===== config.mk =====
export PLATFORM = sky130hd
export DESIGN_NAME = hec_unit
export DESIGN_NICKNAME = d
export VERILOG_FILES = /design/src/rtl/hec_pkg.sv /design/src/rtl/hec_cell_track.sv /design/src/rtl/hec_crc_acc.sv /design/src/rtl/hec_cfg_reg.sv /design/src/rtl/hec_unit.sv
export SDC_FILE = /design/constraint.sdc
export NUM_CORES = 1
export LEC_CHECK = 0
export ABC_AREA = 1
export BUFFER_PORTS_ARGS = -buffer_cell sky130_fd_sc_hd__buf_2
export CAP_MARGIN = 20
export CORE_MARGIN = 3
export CORE_UTILIZATION = 55
export DETAILED_ROUTE_END_ITERATION = 8
export PLACE_DENSITY = 0.81
export SLEW_MARGIN = 5
export SYNTH_ARGS = -nofsm -noshare
export SYNTH_HDL_FRONTEND = slang
export SYNTH_SLANG_ARGS = --single-unit

===== constraint.sdc =====
create_clock -name clk_i -period 4.13 [get_ports clk_i]
set_clock_uncertainty 0.15 [all_clocks]
set_input_delay 0 -clock clk_i [delete_from_list [all_inputs] [get_ports clk_i]]
set_output_delay 0 -clock clk_i [all_outputs]
set_load 0.005 [all_outputs]

===== src/rtl/hec_pkg.sv =====
package hec_pkg;

  typedef struct packed {
    logic scr_en;       // bit 7, stored only
    logic coset_en;     // bit 6
    logic hec_en;       // bit 5, user/OAM cells
    logic pat_sel;      // bit 4
    logic gfc_en;       // bit 3, stored only
    logic irq_en;       // bit 2
    logic idle_hec_en;  // bit 1
  } cfg_t;

  function automatic logic [7:0] crc8_byte(input logic [7:0] crc_in,
                                           input logic [7:0] data,
                                           input logic [7:0] poly);
    logic [7:0] c;
    c = crc_in ^ data;
    for (int b = 0; b < 8; b++) begin
      c = c[7] ? ((c << 1) ^ poly) : (c << 1);
    end
    return c;
  endfunction

endpackage


===== src/rtl/hec_cell_track.sv =====
module hec_cell_track #(
  parameter int CELL_LEN = 53,
  localparam int IDX_W = $clog2(CELL_LEN)
) (
  input  logic             clk_i,
  input  logic             rst_ni,
  input  logic             valid_i,
  input  logic             sop_i,
  input  logic             idle_i,
  output logic [IDX_W-1:0] idx_o,
  output logic             idle_o
);
  localparam logic [IDX_W-1:0] IDX_LAST = IDX_W'(CELL_LEN - 1);

  logic [IDX_W-1:0] idx_q;
  logic             idle_q;

  assign idx_o  = sop_i ? '0 : idx_q;
  assign idle_o = sop_i ? idle_i : idle_q;

  always_ff @(posedge clk_i or negedge rst_ni) begin
    if (!rst_ni) begin
      idx_q  <= IDX_LAST;
      idle_q <= 1'b0;
    end else if (valid_i) begin
      idx_q  <= (idx_o == IDX_LAST) ? IDX_LAST : idx_o + 1'b1;
      idle_q <= idle_o;
    end
  end
endmodule


===== src/rtl/hec_crc_acc.sv =====
module hec_crc_acc #(
  parameter logic [7:0] POLY = 8'h07
) (
  input  logic       clk_i,
  input  logic       rst_ni,
  input  logic       en_i,
  input  logic       sop_i,
  input  logic [7:0] data_i,
  output logic [7:0] crc_o
);
  import hec_pkg::*;

  logic [7:0] crc_q;
  logic [7:0] seed;

  assign seed  = sop_i ? 8'h00 : crc_q;
  assign crc_o = crc_q;

  always_ff @(posedge clk_i or negedge rst_ni) begin
    if (!rst_ni)   crc_q <= 8'h00;
    else if (en_i) crc_q <= crc8_byte(seed, data_i, POLY);
  end
endmodule


===== src/rtl/hec_cfg_reg.sv =====
module hec_cfg_reg (
  input  logic          clk_i,
  input  logic          rst_ni,
  input  logic          we_i,
  input  logic          re_i,
  input  logic [7:0]    wdata_i,
  input  logic          err_set_i,
  output hec_pkg::cfg_t cfg_o,
  output logic [7:0]    rdata_o,
  output logic          irq_o
);
  import hec_pkg::*;

  cfg_t cfg_q;
  logic err_q;

  always_ff @(posedge clk_i or negedge rst_ni) begin
    if (!rst_ni) begin
      cfg_q <= '0;
      err_q <= 1'b0;
    end else begin
      if (we_i) cfg_q <= cfg_t'(wdata_i[7:1]);
      // set beats clear
      if (err_set_i)  err_q <= 1'b1;
      else if (re_i)  err_q <= 1'b0;
    end
  end

  assign cfg_o   = cfg_q;
  assign rdata_o = {cfg_q, err_q};
  assign irq_o   = err_q & cfg_q.irq_en;
endmodule


===== src/rtl/hec_unit.sv =====
module hec_unit #(
  parameter int         CELL_LEN = 53,
  parameter int         HDR_LEN  = 4,
  parameter logic [7:0] POLY     = 8'h07,
  parameter logic [7:0] COSET    = 8'h55,
  parameter logic [7:0] PAT_LO   = 8'h55,
  parameter logic [7:0] PAT_HI   = 8'hAA
) (
  input  logic       clk_i,
  input  logic       rst_ni,
  input  logic       valid_i,
  input  logic       sop_i,
  input  logic       idle_i,
  input  logic [7:0] data_i,
  input  logic       err_inj_i,
  input  logic       ctrl_we_i,
  input  logic       ctrl_re_i,
  input  logic [7:0] ctrl_wdata_i,
  output logic [7:0] ctrl_rdata_o,
  output logic       valid_o,
  output logic       sop_o,
  output logic [7:0] data_o,
  output logic       irq_o
);
  import hec_pkg::*;

  localparam int IDX_W = $clog2(CELL_LEN);
  localparam logic [IDX_W-1:0] HEC_IDX = IDX_W'(HDR_LEN);

  cfg_t             cfg;
  logic [IDX_W-1:0] idx;
  logic             cell_idle;
  logic [7:0]       crc;
  logic             in_hdr, at_hec, ins_en, mismatch, consume;
  logic [7:0]       exp_pat, hec_val, out_byte;
  logic             inj_q;

  hec_cell_track #(.CELL_LEN(CELL_LEN)) i_track (
    .clk_i, .rst_ni, .valid_i, .sop_i, .idle_i,
    .idx_o (idx),
    .idle_o(cell_idle)
  );

  assign in_hdr = valid_i && (idx < HEC_IDX);

  hec_crc_acc #(.POLY(POLY)) i_crc (
    .clk_i, .rst_ni,
    .en_i  (in_hdr),
    .sop_i,
    .data_i,
    .crc_o (crc)
  );

  assign at_hec   = valid_i && (idx == HEC_IDX);
  assign ins_en   = cell_idle ? cfg.idle_hec_en : cfg.hec_en;
  assign exp_pat  = cfg.pat_sel ? PAT_HI : PAT_LO;
  assign mismatch = at_hec && !cell_idle && (data_i != exp_pat);
  assign consume  = at_hec && ins_en;
  assign hec_val  = crc ^ (cfg.coset_en ? COSET : 8'h00) ^ {7'b0, inj_q};
  assign out_byte = consume ? hec_val : data_i;

  hec_cfg_reg i_cfg (
    .clk_i, .rst_ni,
    .we_i     (ctrl_we_i),
    .re_i     (ctrl_re_i),
    .wdata_i  (ctrl_wdata_i),
    .err_set_i(mismatch),
    .cfg_o    (cfg),
    .rdata_o  (ctrl_rdata_o),
    .irq_o
  );

  always_ff @(posedge clk_i or negedge rst_ni) begin
    if (!rst_ni) begin
      inj_q   <= 1'b0;
      valid_o <= 1'b0;
      sop_o   <= 1'b0;
      data_o  <= 8'h00;
    end else begin
      inj_q   <= (inj_q & ~consume) | err_inj_i;
      valid_o <= valid_i;
      sop_o   <= valid_i & sop_i;
      if (valid_i) data_o <= out_byte;
    end
  end
endmodule


# [After elaboration in Yosys (flattened, before gate mapping)]
# Index checks and enable logic that the tools add are counted.
# Widths: inputs -> output; s select.
[word_totals] register_bits=34 input_bits=24 out_inout_bits=19 elab_cells=61
[op_classes] n_addsub=1 n_lt_le_gt_ge=1 eq_ne=3 n_mux=18 bitwise_logic=16 reduce_logical=7
[op_table] operator="$mux 3" n=8
[op_table] operator="$mux 8" n=3
[op_table] operator="$not 3->3" n=8
[op_table] operator="$mux 6" n=2
[op_table] operator="$ne 8x8->1" n=1
[op_table] operator="$xor 8x1->8" n=1
[op_table] operator="$xor 8x7->8" n=1
[op_table] operator="$xor 8x8->8" n=1
[op_table] operator="$mux 7" n=1
[op_table] operator="$add 6x1->6 const B" n=1
[op_table] operator="$eq 6x3->1 const B" n=1
[op_table] operator="$eq 6x6->1 const B" n=1
[op_table] operator="$lt 6x3->1 const B" n=1
[op_table] operator="$logic_and 1x1->1" n=5
[op_table] operator="$mux 1" n=4
[op_table] operator="$and 1x1->1" n=3
[op_table] operator="$reduce_bool 2->1" n=1
[op_table] operator="$logic_not 1->1" n=1
[op_table] operator="$not 1->1" n=1
[op_table] operator="$or 1x1->1" n=1

# [Longest topological paths before layout]
[depth] word_depth=18 ltp_mapped=13 mapped_depth_nobuf=12

# [Hierarchy]
# From an unflattened synthesis, not the netlist that was laid out.
[unflattened] cells_unflattened=332 hier_area_um2=2407.3
[modules_own_cells] mod="hec_unit" instances=1 cells_each=114 area_each_um2=804.5 seq_area_each_um2=275.3
[modules_own_cells] mod="hec_crc_acc" instances=1 cells_each=111 area_each_um2=788.3 seq_area_each_um2=200.2
[modules_own_cells] mod="hec_cell_track" instances=1 cells_each=62 area_each_um2=437.9 seq_area_each_um2=178.9
[modules_own_cells] mod="hec_cfg_reg" instances=1 cells_each=45 area_each_um2=376.6 seq_area_each_um2=200.2

# [Worst setup path after synthesis]
# No wires, ideal clock.
[synth_path] kind="register to register" from="register i_track.idx_q[2]" to="register data_o[1]" setup_ns=0.124 arrival_time_ns=1.389 t_required_ns=3.856 slack_ns=2.467 stages_incl_launch_ff=9 n_path_buf=1 period_less_slack_ns=1.663 cell_sequence="dfstp_2 inv_1 nor2_1 nand3_1 nor2_2 nand2_2 buf_6 a21oi_1 a21oi_1"
[synth_via] elab_chain_len=5
[synth_rtl] element="from (decl)" line="hec_cell_track.sv:15" rtl="logic [IDX_W-1:0] idx_q;"
[synth_rtl] element="from (signal assigned)" line="hec_cell_track.sv:26" rtl="idx_q <= (idx_o == IDX_LAST) ? IDX_LAST : idx_o + 1'b1;"
[synth_rtl] element="$mux 6" line="hec_cell_track.sv:18" rtl="assign idx_o = sop_i ? '0 : idx_q;"
[synth_rtl] element="$eq 6x3->1" line="hec_unit.sv:54" rtl="assign at_hec = valid_i && (idx == HEC_IDX);"
[synth_rtl] element="$logic_and 1x1->1" line="hec_unit.sv:54"
[synth_rtl] element="$logic_and 1x1->1" line="hec_unit.sv:58" rtl="assign consume = at_hec && ins_en;"
[synth_rtl] element="$mux 8" line="hec_unit.sv:60" rtl="assign out_byte = consume ? hec_val : data_i;"
[synth_rtl] element="to (signal assigned)" line="hec_unit.sv:83" rtl="if (valid_i) data_o <= out_byte;"
[synth_rtl] element="to (decl)" line="hec_unit.sv:22" rtl="output logic [7:0] data_o,"
# Every way passes these cells.
# A chain may end at the register's enable or synchronous reset.

==> reports/results.tsv <==
metric	value	unit
vias in the first global route	1966	
Rows	21	
Reg clk slew, reported paths	0.11	ns
clock tree sinks	34	
cell area power density	392.8	mW/mm^2
Clock Latency Late Sink	0.35	ns
Area after DPL	0.002188	mm^2
data arrival time of the worst path	2.27	ns
flop and latch count out of synthesis	34	
leak pwr	1.320	nW
layout cell share with drive strength beyond 1	23.55	%
leading area contributor after synthesis	dfrtp_1	
number of port buffers	41	
post-synthesis sequential area ratio	43.20	%
worst vdd ir	283.5	uV
final hold vios	0	
final setup TNS	0	ns
met3 WL post-DR	381	um
die area	0.004352	mm^2
async set or reset register ratio after synthesis	100.0	%
critical path fanouts, max	18	
Fill cells	227	
# diodes	0	
largest net degree at the start of global routing	35	
worst slew pin tran	0.7326	ns
H-tree levels	2	
first-pass GRT wire length	8.673	mm
Die H	65.97	um
ys flop type	dfrtp_1	
Worst slew margin	51.16	%
Avg Inst Size Synth	7.788	um^2
Highest Signal Layer	met4	
Finished Layout Cells	373	
Area contributors post-synth	dfrtp_1, nand2_1, inv_1, nand3_1, dfstp_2	
routed via count	1951	
Routed WL	5.274	mm
Worst R2R End	i_cfg.err_q	
DP HPWL	3.075	mm
DR WL/cell	14.14	um
Pre-antenna DRT Iters	4	
Final Cycle Share	51.57	%
CTS Buf Count	5	
Critical R2R Launch	i_track.idx_q[2]	
fmax	0.4695	GHz
top post-synthesis cells by count	nand2_1, dfrtp_1, inv_1	
PostCTS Resize Cnt	0	
pre-CTS setup slack	2.195	ns
Initial DRC Count	126	
initial antenna violation count	0	
Syn Std Cell Area	0.001978	mm^2
Overflow after GRT	0	
status	completed	
CTS max path bufs	2	
WP data required	4.27	ns
Vias/cell	5.231	
Core ar.	0.003390	mm^2
Post-synth EDFFs	0	
Placed Cells	332	
critical path class	in -> reg	
count leader, synth	nand2_1	
element type at the critical path end	register	
area grow syn2layout	30.36	%
fin area	0.002579	mm^2
CP startpoint kind	primary input	
Root Driver	clkbuf_4	
Hold WC Path Type	in -> async	
Slew Viols, Final	0	
Net Count, Synth	280	
R2R depth	7	
Synth top area share	39.22	%
post-synthesis cell count	254	
PnR worst setup slack	2.000	ns
I/O pin cnt	43	
DRC Markers	0	
CTS tree	done	
Max-Cap Viols	0	
FF-to-FF setup slack	2.02	ns
RSZ-0062 raised after global routing	false	
Final ANT Viol Nets	0	
Routability Congestion	0.8619	
final setup fails	0	
Final Util	76.08	%
WL met1	2.036	mm
Starting Density	58.36	%
WL met2	2.683	mm
DIE WIDTH	65.97	um
Total GRT Usage	26.69	%
fin nets	352	
yosys warns	0	
min cycle time layout	2.130	ns
post-synthesis cell type count	27	
## critical path, cell delays in order
cell	delay, ns
dlygate4sd3_1	0.51
buf_2	0.31
nand2_1	0.09
inv_1	0.10
nand2_1	0.05
dlygate4sd3_1	0.55
o21ai_0	0.08
dlygate4sd3_1	0.58
## through the flow
stage | hold slack [ns] | total power [mW]
2_1_floorplan | -0.4456 | 0.6928
3_3_place_gp | -0.04474 | 0.7650
3_5_place_dp | -0.05038 | 0.7777
4_1_cts | 0.1217 | 0.9988
5_1_grt | 0.1436 | 1.081
6_report | 0.08380 | 1.013
## cell usage in the layout (no fill, tap or decap), drive strengths merged, types with 3 or more instances in the layout
cell          n
nand2        79
buf          41
inv          36
dlygate4sd3  33
dfrtp        31
nand3        17
o21ai        17
a21oi        13
nor2         13
xor2         11
clkbuf        7
mux2          5
nand4         4
xnor2         4
nor3          4
dfstp         3
## cell type report
class                      count  area (um^2)  area share (%)
multi-input combinational    175        935.9           36.29
sequential                    34        854.6           33.14
timing repair buffer          74        535.5           20.77
inverter                      36        135.1           5.240
tap                           46        57.56           2.232
clock buffer                   7        55.05           2.135
clock inverter                 1        5.005          0.1941
## sequential cells by signal, indices dropped and copies added (netlist names)
name / cells
i_track.idx_q: 6
sop_o: 1
i_cfg.err_q: 1
i_track.idle_q: 1
valid_o: 1
data_o: 8
inj_q: 1
i_cfg.cfg_o: 7
i_crc.crc_o: 8
## power breakdown
part / internal, mW / leakage (nW) / switching (mW)
Sequential: 0.395 / 0.401 / 0.0570
Combinational: 0.155 / 0.884 / 0.209
Clock: 0.0825 / 0.0353 / 0.115
Total: 0.632 / 1.32 / 0.381
## worst max path at each step
stage,startpoint,end,slack [ns],depth (start not counted)
6_report,valid_i,i_track.idle_q,2.00,8
5_1_grt,valid_i,i_track.idle_q,1.90,8
4_1_cts,i_track.idx_q[2],i_cfg.err_q,2.04,7
3_5_place_dp,i_track.idx_q[2],data_o[5],2.20,8
3_3_place_gp,i_track.idx_q[2],i_crc.crc_o[0],2.22,8
2_1_floorplan,i_track.idx_q[2],data_o[1],2.47,8
## routing by layer
metal  track usage (%)  vias to the layer above
met5                 0                        -
met4             12.44                        0
met3             7.823                       21
met2             46.56                       76
met1             29.71                      915
li1                  -                      939
## logic make-up (layout without fill, tap and decap cells)
logic type,Yosys count,count (layout),share of synthesized area [%]
multiplexers,5,5,2.846
AND/OR/NAND/NOR,119,119,26.06
buffers and inverters,45,118,9.488
flip-flops,34,34,43.20
adder cells (fa/ha/maj),2,2,1.265
AO/OA/AOI/OAI,34,34,8.982
XOR/XNOR,15,15,8.159
## timing repair
| item | 4_1_cts | 5_1_grt |
|---|---|---|
| setup endpoints to repair | 0 | 0 |
| hold buffers | 33 | 0 |
| endpoints found under the hold margin | 60 | 0 |
| setup buffers | 0 | 0 |
Power figures use the tool's default switching activity.
